### src/rtl/strobe_capture_pkg.sv
package strobe_capture_pkg;
    typedef enum logic {
        ST_IDLE   = 1'b0,
        ST_ACTIVE = 1'b1
    } cap_state_t;
endpackage

### src/rtl/cap_fall_stage.sv
module cap_fall_stage #(
    parameter int W = 8
) (
    input  logic         clk,
    input  logic         rst,
    input  logic [W-1:0] d,
    output logic [W-1:0] q
);
    // Mid-period sample on the falling edge
    always_ff @(negedge clk) begin
        if (rst) q <= '0;
        else     q <= d;
    end
endmodule

### src/rtl/cap_rise_stage.sv
module cap_rise_stage #(
    parameter int W = 8
) (
    input  logic         clk,
    input  logic         rst,
    input  logic [W-1:0] d,
    output logic [W-1:0] q
);
    // Brings the falling-edge sample back to the rising-edge domain
    always_ff @(posedge clk) begin
        if (rst) q <= '0;
        else     q <= d;
    end
endmodule

### src/rtl/cap_strobe_fsm.sv
module cap_strobe_fsm
    import strobe_capture_pkg::*;
(
    input  logic       clk,
    input  logic       rst,
    input  logic       stb_al,
    output logic       load,
    output cap_state_t state
);
    cap_state_t state_nx;

    always_ff @(posedge clk) begin
        if (rst) state <= ST_IDLE;
        else     state <= state_nx;
    end

    always_comb begin
        state_nx = state;
        load     = 1'b0;
        unique case (state)
            ST_IDLE: begin
                if (stb_al) begin          // take
                    state_nx = ST_ACTIVE;
                    load     = 1'b1;
                end
            end
            ST_ACTIVE: begin
                if (!stb_al) state_nx = ST_IDLE;   // release
            end
            default: state_nx = ST_IDLE;
        endcase
    end
endmodule

### src/rtl/cap_group_bank.sv
module cap_group_bank #(
    parameter int GROUPS = 4,
    parameter int GW     = 4
) (
    input  logic                 clk,
    input  logic                 rst,
    input  logic                 load,
    input  logic [GROUPS-1:0]    en_al,
    input  logic [GROUPS*GW-1:0] din_al,
    output logic [GROUPS*GW-1:0] held,
    output logic [GROUPS-1:0]    upd
);
    for (genvar g = 0; g < GROUPS; g++) begin : g_grp
        logic take_g;
        assign take_g = load & en_al[g];

        always_ff @(posedge clk) begin
            if (rst) begin
                held[g*GW +: GW] <= '0;
                upd[g]           <= 1'b0;
            end else begin
                upd[g] <= take_g;
                if (take_g) held[g*GW +: GW] <= din_al[g*GW +: GW];
            end
        end
    end
endmodule

### src/rtl/strobe_capture.sv
module strobe_capture
    import strobe_capture_pkg::*;
#(
    parameter int GROUPS = 4,
    parameter int GW     = 4
) (
    input  logic                 clk,
    input  logic                 rst,
    input  logic [GROUPS*GW-1:0] din,
    input  logic                 strobe,
    input  logic [GROUPS-1:0]    grp_en,
    output logic [GROUPS*GW-1:0] held,
    output logic [GROUPS-1:0]    upd
);
    localparam int DW = GROUPS * GW;
    localparam int SW = DW + GROUPS + 1;

    logic [SW-1:0] raw_bus, fall_bus, rise_bus;
    logic [DW-1:0] din_al;
    logic [GROUPS-1:0] en_al;
    logic          stb_al;
    logic          load;
    cap_state_t    state;

    assign raw_bus = {strobe, grp_en, din};

    cap_fall_stage #(.W(SW)) u_fall (
        .clk(clk), .rst(rst), .d(raw_bus), .q(fall_bus)
    );

    cap_rise_stage #(.W(SW)) u_rise (
        .clk(clk), .rst(rst), .d(fall_bus), .q(rise_bus)
    );

    assign {stb_al, en_al, din_al} = rise_bus;

    cap_strobe_fsm u_fsm (
        .clk(clk), .rst(rst), .stb_al(stb_al), .load(load), .state(state)
    );

    cap_group_bank #(.GROUPS(GROUPS), .GW(GW)) u_bank (
        .clk(clk), .rst(rst), .load(load), .en_al(en_al),
        .din_al(din_al), .held(held), .upd(upd)
    );
endmodule

### config.mk
export PLATFORM = sky130hd
export DESIGN_NAME = strobe_capture
export DESIGN_NICKNAME = d
export VERILOG_FILES = /design/src/rtl/strobe_capture_pkg.sv /design/src/rtl/cap_fall_stage.sv /design/src/rtl/cap_rise_stage.sv /design/src/rtl/cap_strobe_fsm.sv /design/src/rtl/cap_group_bank.sv /design/src/rtl/strobe_capture.sv
export SDC_FILE = /design/constraint.sdc
export NUM_CORES = 1
export LEC_CHECK = 0
export ABC_AREA = 0
export BUFFER_PORTS_ARGS = -buffer_cell sky130_fd_sc_hd__buf_2
export CORE_UTILIZATION = 50
export CTS_BUF_LIST = sky130_fd_sc_hd__clkbuf_4 sky130_fd_sc_hd__clkbuf_8 sky130_fd_sc_hd__clkbuf_16
export DETAILED_ROUTE_END_ITERATION = 7
export PLACE_DENSITY = 0.74
export SYNTH_ARGS = -nofsm -noshare
export SYNTH_HDL_FRONTEND = slang
export SYNTH_SLANG_ARGS = --single-unit
### constraint.sdc
create_clock -name clk -period 1.02 [get_ports clk]
set_clock_uncertainty 0.05 [all_clocks]
set_input_delay 0.051 -clock clk [delete_from_list [all_inputs] [get_ports clk]]
set_output_delay 0.051 -clock clk [all_outputs]
set_load 0.05 [all_outputs]
==> key figures, run 1 <==
Run status
  – Outcome: complete, but fails checks
  – Failing checks: negative setup slack

Detailed routing
  – DRC Markers: 0
  – Routed WL: around 3.7 mm
  – WL per Instance: about 13 um
  – Detailed router's first-iteration violation count: 66
  – Post-DRT Antenna Nets: 0
  – Drt pass-1 iters: 4
  – DR vias: ~1300
  – Routed vias/inst: 4.41

Global routing
  – Met1 Resource Use GR: between 20% and 30%
  – Number of global-route vias before repair: roughly 1300
  – Met2 usage: approximately a third
  – Initial antenna violation count: 0
  – First-pass GRT wire length: around 5.9 mm
  – Largest net degree at the start of global routing: 23
  – GRT overflow: 0
  – GR peak layer: met2
  – Met3 Use GR: about 6.4%
  – Total track usage: about a fifth

Worst setup path
  – Critical path class: reg -> reg
  – Startpoint types: flip-flop
  – Worst-path cell chain: nor2b_4
  – WP data required: about 1200 ps
  – Worst Path Buf+Inv: 0
  – Slowest stage delay, CP: about 320 ps
  – CP Launch Point: u_fall.q[9]$_SDFF_NP0_
  – Critical Path End Type: flip-flop
  – CP arrival: between 1000 and 1500 ps
  – Reg-to-reg critical path startpoint: u_fall.q[9]$_SDFF_NP0_
  – Family with the most delay on the worst path: flip-flops
  – CP max-delay cell: dfxtp_1
  – Max FO, Critical Path: 1

Power and ir drop
  – Internal power: between 3 and 4 mW
  – PwrDens: around 1900 mW/mm2
  – Lkg Pwr: about 1.2 nW
  – Gate power share: between 4 and 5%
  – Clock power frac: between 40 and 50%
  – NetSw: 1.26 mW
  – Reg power frac: between 50% and 60%
  – Net Sw Frac: around 25%
  – VDD IR max: roughly 1.1 mV

Layout
  – Commonest non-fill, non-tap cell in the layout: dfxtp_1
  – Area Overhead vs Synth: 33.0%
  – Final Util: around 72%
  – Layout cells sized above 1: ~34%
  – Final Non-Filler Cells: ~300
  – Diode count: 0
  – Most frequent cells in the layout: dfxtp_1 (56), nor2b_1 (35), nand2b_1 (32), buf_2 (22), inv_1 (21)
  – NumNets Final: 267

Yosys
  – Syn_nets: 199
  – Sequential fraction of the synthesis area: just over 60%
  – Yosys warns: 0
  – Syn Area/Cell: approximately 12 um2
  – Synth Instances: 176
  – Unique masters post-synth: 11
  – Synthesized area: 0.00205 mm2
  – Register bit total from synthesis: between 60 and 70

Floorplanning
  – Core box area: around 0.0038 mm2
  – Die ar.: 0.00436 mm2
  – Die width: roughly 66 um
  – Number of cell rows: 22
  – DIE HEIGHT: ~66 um
  – I/O pins: 43
  – Initial Utilization: 53.9%

Placed design
  – Setup WS pre-CTS: -92.1 ps
  – PortBufs: 42
  – GP Congestion: ~0.78
  – Placed cell count: between 200 and 300
  – Dpl hpwl: ~2.4 mm

Job
  – Max_cap viols: 0

Clocking
  – Root Buffer Master: clkbuf_8
  – Sink Count: 63
  – Cts bufs inserted: 9
  – CTS tree: yes
  – Max clock buf depth: 2
  – Clock-pin slew on the worst setup and hold paths: ~70 ps
  – Clk_lat worst skew: between 300 and 400 ps
  – H-tree Lvls: 3

STA
  – Hold Vio Cnt, Final: 0
  – Setup TNS: -2030 ps
  – Worst setup slack after layout: -144 ps
  – Tightest Pin Transition: around 220 ps
  – Final setup viols: 22
  – Unrepaired setup endpoints after global routing: true
  – Max-slew violation count: 0
  – Max transition margin: between 80% and 90%

Hold path
  – Worst hold start: rst
  – Worst hold path type: in -> reg
area by class of cell:
cell class,instances,area (um2)
sequential,63,1270
fill,294,1070
multi-input combinational,100,767
timing repair buffer,49,364
clock buffer,11,156
clock inverter,26,104
tap,48,60.1
state kept, by name, summed over array words and instances, names as in the netlist:
signal       count
u_fsm.state      1
u_fall.q        21
u_bank.held     16
u_bank.upd       4
u_rise.q        21
power by group through the flow:
stage / registers [mW] / logic, mW / clock network [mW]
finish: 2.58 / 0.236 / 2.28
global route: 2.58 / 0.257 / 2.53
CTS: 2.58 / 0.226 / 2.30
detailed placement: 2.62 / 0.210 / 0.132
global placement: 2.62 / 0.199 / 0.132
floorplan: 2.62 / 0.133 / 0.132
synthesized netlist by cell type:
cell type	count	share of area [%]
dfxtp_1	63	62
and2_1	4	1.2
mux2i_1	16	7.8
clkbuf_1	3	0.55
and3b_1	4	1.7
nand2b_1	32	9.8
nor3b_2	1	0.61
nor2b_1	43	13
buf_2	5	1.2
inv_1	1	0.18
buf_6	4	2.2
kinds of logic (layout without fill, tap and decap cells):
kind of cell           count (synthesis)  count (layout)  synth area share [%]
buffers and inverters                 13              86                  4.15
AND/OR/NAND/NOR                       84              84                  26.5
flip-flops                            63              63                  61.6
multiplexers                          16              16                  7.82
per-stage QoR:
| stage | hold WS, ps | power (mW) | area, um2 |
|---|---|---|---|
| 6_report | 60.7 | 5.09 | 2720 |
| 5_1_grt | 57.7 | 5.37 | 2720 |
| 4_1_cts | 50.3 | 5.10 | 2650 |
| 3_5_place_dp | 394 | 2.96 | 2310 |
| 3_3_place_gp | 393 | 2.95 | 2310 |
| 2_1_floorplan | 278 | 2.88 | 2070 |
repair_timing:
action | 4_1_cts | 5_1_grt
resized for setup | 30 | 23
setup buffers | 1 | 0
endpoints found under the setup margin | 53 | 40
hold buffers | 0 | 0
pin swaps | 1 | 1
layer usage:
| layer | share of wire, % | wire [um] |
|---|---|---|
| met1 | 45 | 1670 |
| met2 | 49 | 1830 |
| met3 | 3.6 | 133 |
| met4 | 2.3 | 84 |
| met5 | 0 | 0 |
worst min-delay path: stages:
cell and delay [ps]:
buf_2 140, buf_12 160, nor2b_4 40
worst paths after layout:
path	end	cells past startpoint	slack, ps
worst min-delay path	u_rise.q[14]$_SDFF_PP0_	3	60
worst max register to register	u_rise.q[9]$_SDFF_PP0_	1	-140
worst min register to register	u_bank.held[4]$_SDFFE_PP0P_	2	400
worst max-delay path	u_rise.q[9]$_SDFF_PP0_	1	-140
(Power assumes the default switching activity.)
==> run 2, diff against run 1 <==
SYNTH_HIERARCHICAL = 1   (was default)
==> run 2 against run 1 <==
The run still ends with negative setup slack left. Non-clock buffer count up 3. Cell count up 1.7%. Critical path type unchanged. Via count up 4.9%. Sequential power about the same. Largest cell class unchanged. Utilization up 2.5 points. First-iteration DRC count up 18%. Die area up 4.8%. Clock power up 18%. Final area up 10%. Routed wire length up 9.0%. Synthesized area up 5.0%.
==> key figures, run 2 <==
Layout
  – Commonest non-fill, non-tap cell in the layout: dfxtp_1
  – NumNets Final: between 200 and 300
  – Final Non-Filler Cells: between 300 and 400
  – Layout cells sized above 1: between 60% and 70%
  – Fillcell total: 254
  – Diode count: 0
  – Biggest regs: u_fall/q x21, u_rise/q x21, u_bank/held x16
  – Most frequent cells in the layout: dfxtp_1 (39), dfxtp_2 (24), buf_2 (23), nor2b_4 (22), inv_1 (21)
  – Area Overhead vs Synth: 39.9%

Yosys
  – Post-Synth Adder-Cell Area: 0%
  – Yosys top cell by area: dfxtp_1
  – Sequential fraction of the synthesis area: about three fifths
  – Syn Area/Cell: around 12 um2
  – Commonest cells post-synth: dfxtp_1 (63), nor2b_2 (40), nand3_1 (16)
  – Mux cell area share after synthesis: 0%
  – Main synth FF type: dfxtp_1
  – Synth Area in XOR/XNOR: 0%
  – Synth top area share: approximately three fifths
  – Register bit total from synthesis: between 60 and 70
  – Compound-Gate Fraction of Synth Area: 12.9%
  – Synth Instances: around 180
  – Unique masters post-synth: 16
  – Async S/R FF share, synth: 0%
  – Cell with the most instances after synthesis: dfxtp_1
  – Number of synthesized flops with an enable pin: 0
  – Top post-synthesis cells by area: dfxtp_1 (59%), nor2b_2 (16%), a21bo_1 (4.7%), a21oi_2 (4.1%), nand3_1 (3.7%)
  – Syn_nets: approximately 200
  – Synthesized area: between 0.002 and 0.0025 mm2
  – Synth Area in Simple Gates: about a quarter
  – Main combinational cell family by area after synthesis: simple AND/OR/NAND/NOR gates
  – Yosys warns: 6

Worst setup path
  – Family with the most delay on the worst path: flip-flops
  – Worst-path cell chain: nor2b_4
  – Max FO, Critical Path: 1
  – Startpoint types: flip-flop
  – CP arrival: ~1400 ps
  – Critical path class: reg -> reg
  – Worst Path Buf+Inv: 0
  – WP data required: roughly 1200 ps
  – Slowest stage delay, CP: about 330 ps
  – CP max-delay cell: dfxtp_2
  – Critical Path End Type: flip-flop

STA
  – Max transition margin: 68.8%
  – Tightest Pin Transition: between 400 and 500 ps
  – Worst hold margin: 54.3 ps
  – Final setup viols: 38
  – Unrepaired setup endpoints after global routing: true
  – Max-slew violation count: 0
  – Hold Vio Cnt, Final: 0
  – Worst setup slack after layout: -156 ps

Clocking
  – Hold buffers post-CTS: 0
  – Clock-pin slew on the worst setup and hold paths: 70 ps
  – Max clock buf depth: 2
  – Setup bufs post-CTS: 0
  – H-tree Lvls: 3
  – Cts bufs inserted: 9
  – Root Buffer Master: clkbuf_8
  – Sink Count: 63
  – Clk_lat worst skew: approximately 400 ps
  – CTS tree: yes

Run status
  – Failing checks: negative setup slack
  – Outcome: complete, but fails checks

Detailed routing
  – WL per Instance: 13.4 um
  – Post-DRT Antenna Nets: 0
  – Detailed router's first-iteration violation count: between 70 and 80
  – DRC Markers: 0
  – Routed WL: about 4.1 mm
  – DR vias: between 1000 and 1500
  – Drt pass-1 iters: 4
  – Routed vias/inst: about 4.5

Floorplanning
  – Number of cell rows: 23
  – Initial Utilization: 53.0%
  – DIE HEIGHT: roughly 68 um
  – Core box area: just over 0.004 mm2
  – I/O pins: 43
  – Die ar.: ~0.0046 mm2
  – Die width: 67.6 um

Placed design
  – Dpl hpwl: 2.10 mm
  – GP Congestion: approximately 0.66
  – Placed cell count: 264
  – PortBufs: 42

Global routing
  – Initial antenna violation count: 0
  – GRT overflow: 0
  – First-pass GRT wire length: 5.64 mm
  – Number of global-route vias before repair: between 1000 and 1500
  – Total track usage: between 10% and 20%
  – Largest net degree at the start of global routing: 29

Power and ir drop
  – Gate power share: around 5.5%
  – Net Sw Frac: 24.5%
  – Internal power: between 4 and 5 mW
  – Lkg Pwr: between 1 and 1.5 nW
  – Reg power frac: between 40% and 50%
  – VDD IR max: 1.56 mV
  – Clock power frac: between 40% and 50%
  – PwrDens: ~1900 mW/mm2
  – NetSw: around 1.4 mW

Job
  – Max_cap viols: 0

Hold path
  – Worst hold path type: in -> reg
run 2: worst paths after layout:
path                                                endpoint  slack [ps]                    start  cells after the start
worst max register to register       u_rise/q[10]$_SDFF_PP0_        -160  u_fall/q[10]$_SDFF_NP0_                      1
worst min-delay path                  u_rise/q[0]$_SDFF_PP0_          50                      rst                      3
worst max-delay path                 u_rise/q[10]$_SDFF_PP0_        -160  u_fall/q[10]$_SDFF_NP0_                      1
worst min register to register  u_bank/held[15]$_SDFFE_PP0P_         390  u_rise/q[15]$_SDFF_PP0_                      2
run 2: metrics by stage:
step	power [mW]	TNS, ps	area, um2	setup slack [ps]	utilization [%]
floorplan	2.92	-1310	2170	-50.5	-
global placement	3.00	-2340	2430	-103	60.0
detailed placement	3.00	-2520	2430	-84.6	60.0
CTS	5.57	-2320	2830	-122	69.7
global route	5.83	-5420	3010	-187	74.2
finish	5.60	-3980	3010	-156	74.2
run 2: logic make-up (layout without fill, tap and decap cells):
group | count (synthesis) | after routing
flip-flops | 63 | 63
AND/OR/NAND/NOR | 68 | 68
buffers and inverters | 15 | 89
AO/OA/AOI/OAI | 32 | 32
run 2: final cells by class:
type	instances	area (um2)	share of cell area, %
timing repair buffer	52	399	13.3
multi-input combinational	100	957	31.8
tap	50	62.6	2.08
clock inverter	27	168	5.57
sequential	63	1290	42.9
clock buffer	10	131	4.37
run 2: repair_timing:
| action | 4_1_cts | 5_1_grt |
|---|---|---|
| cloned | 0 | 2 |
| pin swaps | 1 | 14 |
| resized for setup | 27 | 39 |
| setup endpoints to repair | 47 | 48 |
| endpoints found under the hold margin | 0 | 0 |
run 2: routing by layer:
layer / global-route usage (%) / up-vias / routed length [um]
li1: - / 711 / -
met1: 24.7 / 618 / 1970
met2: 22.2 / 39 / 1850
met3: 6.08 / 6 / 181
met4: 11.2 / 0 / 58
met5: 0 / - / 0
run 2: power groups by stage:
stage | combinational (mW) | sequential [mW] | clock [mW]
final | 0.310 | 2.60 | 2.70
after detailed placement | 0.243 | 2.63 | 0.132
after floorplan | 0.173 | 2.62 | 0.132
after global placement | 0.241 | 2.63 | 0.132
after global routing | 0.332 | 2.60 | 2.90
after CTS | 0.274 | 2.58 | 2.71
==> run 3, diff against run 2 <==
CTS_BUF_LIST = sky130_fd_sc_hd__clkbuf_16   (was sky130_fd_sc_hd__clkbuf_4 sky130_fd_sc_hd__clkbuf_8 sky130_fd_sc_hd__clkbuf_16)
==> run 3 against run 2 <==
Utilization rose by 3.4 points. Final area increased by 4.6%. Clock power is 32% higher. Worst hold slack better by 6.1 ps. Critical path depth increased by 4. Via count up 4.5%. Non-clock buffer count is 3 higher. The run still ends with negative setup slack left. Die area is the same. First-iteration DRC count rose by 6.4%. Sequential power about the same. Cell count rose by 0.99%. Worst setup slack worse by 72 ps.
==> key figures, run 3 (synthesis gave the netlist of run 2 again) <==
STA
  – Tcrit/Tclk final: 122%
  – Unrepaired setup endpoints after global routing: true
  – Final setup viols: just over 40
  – Worst setup slack after layout: -228 ps
  – Max transition margin: 68.5%
  – Hold Vio Cnt, Final: 0
  – Setup TNS: -4980 ps
  – Tmin final: about 1200 ps
  – Maximum clock rate: 801 MHz
  – Max-slew violation count: 0
  – Worst hold margin: roughly 60 ps
  – Tightest Pin Transition: around 470 ps

Clocking
  – Hold buffers post-CTS: 0
  – H-tree Lvls: 3
  – Clk_lat worst skew: approximately 400 ps
  – Cts bufs inserted: 9
  – Root Buffer Master: clkbuf_16
  – Clock-pin slew on the worst setup and hold paths: approximately 60 ps
  – Sink Count: 63
  – CTS tree: yes
  – Max clock buf depth: 2

Worst setup path
  – Critical path class: reg -> reg
  – R2r setup slk: -230 ps
  – Worst-path cell chain: nor2b_4 > buf_12 > buf_8 > a21bo_2 > a21oi_1
  – Stages on the worst setup path: 5
  – Family with the most delay on the worst path: compound AO/OA/AOI/OAI gates
  – CP max-delay cell: dfxtp_2
  – CP arrival: around 1400 ps
  – Startpoint types: flip-flop
  – CP Launch Point: u_rise/q[20]$_SDFF_PP0_
  – Reg-to-reg critical path startpoint: u_rise/q[20]$_SDFF_PP0_
  – Critical Path End Type: flip-flop
  – Worst setup path end: u_bank/held[1]$_SDFFE_PP0P_
  – Worst R2R End: u_bank/held[1]$_SDFFE_PP0P_
  – Worst Path Buf+Inv: 2
  – Slowest stage delay, CP: around 330 ps
  – WP data required: between 1000 and 1500 ps
  – Reg2Reg Depth: 5
  – Max FO, Critical Path: 8

Power and ir drop
  – VDD IR max: 1.49 mV
  – Reg power frac: between 40% and 50%
  – Gate power share: under 10%
  – Lkg Pwr: about 1.3 nW
  – Clock power frac: 54.9%
  – PwrDens: 2060 mW/mm2
  – NetSw: 1.51 mW
  – Internal power: roughly 5.0 mW
  – Power, Total: 6.47 mW
  – Net Sw Frac: between 20% and 30%

Global routing
  – Largest net degree at the start of global routing: 22
  – Total track usage: slightly above 20%
  – Number of global-route vias before repair: roughly 1300
  – GRT overflow: 0
  – First-pass GRT wire length: about 6.6 mm
  – Initial antenna violation count: 0

Layout
  – Layout cells sized above 1: roughly 65%
  – Area Overhead vs Synth: 46.3%
  – Register Area: about 0.0013 mm2
  – Final Non-Filler Cells: 305
  – Fillcell total: roughly 230
  – Design area: approximately 0.0031 mm2
  – Commonest non-fill, non-tap cell in the layout: dfxtp_1
  – Multi-input combinational cell area: 943 um2
  – Diode count: 0
  – Final Util: between 70 and 80%
  – Most frequent cells in the layout: dfxtp_1 (42), nor2b_2 (29), buf_2 (24), inv_1 (22), dfxtp_2 (21)
  – NumNets Final: 273
  – Biggest regs: u_fall/q x21, u_rise/q x21, u_bank/held x16

Placed design
  – Dpl hpwl: around 2.1 mm
  – GP Congestion: ~0.66
  – Placed cell count: approximately 260
  – Dpl cell area: about 0.0024 mm2
  – PortBufs: 42
  – Setup WS pre-CTS: -84.6 ps

Floorplanning
  – Core box area: roughly 0.004 mm2
  – Number of cell rows: 23
  – Die width: 67.6 um
  – DIE HEIGHT: 67.6 um
  – Die ar.: 0.00457 mm2
  – Initial Utilization: a little over half
  – I/O pins: 43

Detailed routing
  – Detailed router's first-iteration violation count: 83
  – Routed WL: between 4 and 5 mm
  – Routed vias/inst: 4.71
  – Drt pass-1 iters: 4
  – Post-DRT Antenna Nets: 0
  – DRC Markers: 0
  – DR vias: between 1000 and 1500
  – WL per Instance: about 14 um

Job
  – Max_cap viols: 0

Hold path
  – Worst hold path type: in -> reg
  – Worst hold start: rst

Run status
  – Failing checks: negative setup slack
  – Outcome: complete, but fails checks
[run 3: worst min path at each step]
| stage | to | slack (ps) | cells past startpoint |
|---|---|---|---|
| 2_1_floorplan | u_fsm/state$_SDFF_PP0_ | 70 | 1 |
| 3_3_place_gp | u_bank/held[15]$_SDFFE_PP0P_ | 370 | 2 |
| 3_5_place_dp | u_bank/held[2]$_SDFFE_PP0P_ | 380 | 2 |
| 4_1_cts | u_rise/q[0]$_SDFF_PP0_ | 60 | 3 |
| 5_1_grt | u_rise/q[0]$_SDFF_PP0_ | 60 | 3 |
| 6_report | u_rise/q[0]$_SDFF_PP0_ | 60 | 3 |
[run 3: worst register-to-register path, delay by kind of cell, from the launching register on]
kind | cells | cell delay (ps)
flops | 1 | 330
compound gates | 2 | 390
buf+inv | 2 | 260
simple gates | 1 | 140
[run 3: per-layer routing]
metal	global-route usage (%)	routed length, um	vias up
li1	-	-	720
met4	9.57	80	0
met1	26.9	2060	665
met2	29.2	2090	45
met3	9.46	188	6
met5	0	0	-
[run 3: repair_timing]
| action | in CTS | in global routing |
|---|---|---|
| pin swaps | 7 | 17 |
| resized for setup | 20 | 47 |
| endpoints found under the setup margin | 37 | 58 |
| buffers inserted | 3 | 2 |
| gates cloned | 1 | 2 |
[run 3: cell type report]
type / instances / share of cell area (%)
sequential: 63 / 40.9
multi-input combinational: 100 / 30.0
timing repair buffer: 55 / 14.5
clock buffer: 9 / 7.16
clock inverter: 28 / 5.45
tap: 50 / 1.99
[run 3: power by group through the flow]
stage / Clock (mW) / Sequential, mW / Combinational, mW
floorplan: 0.132 / 2.62 / 0.173
finish: 3.56 / 2.60 / 0.316
global route: 3.78 / 2.61 / 0.338
detailed placement: 0.132 / 2.63 / 0.243
CTS: 3.55 / 2.59 / 0.289
global placement: 0.132 / 2.63 / 0.241
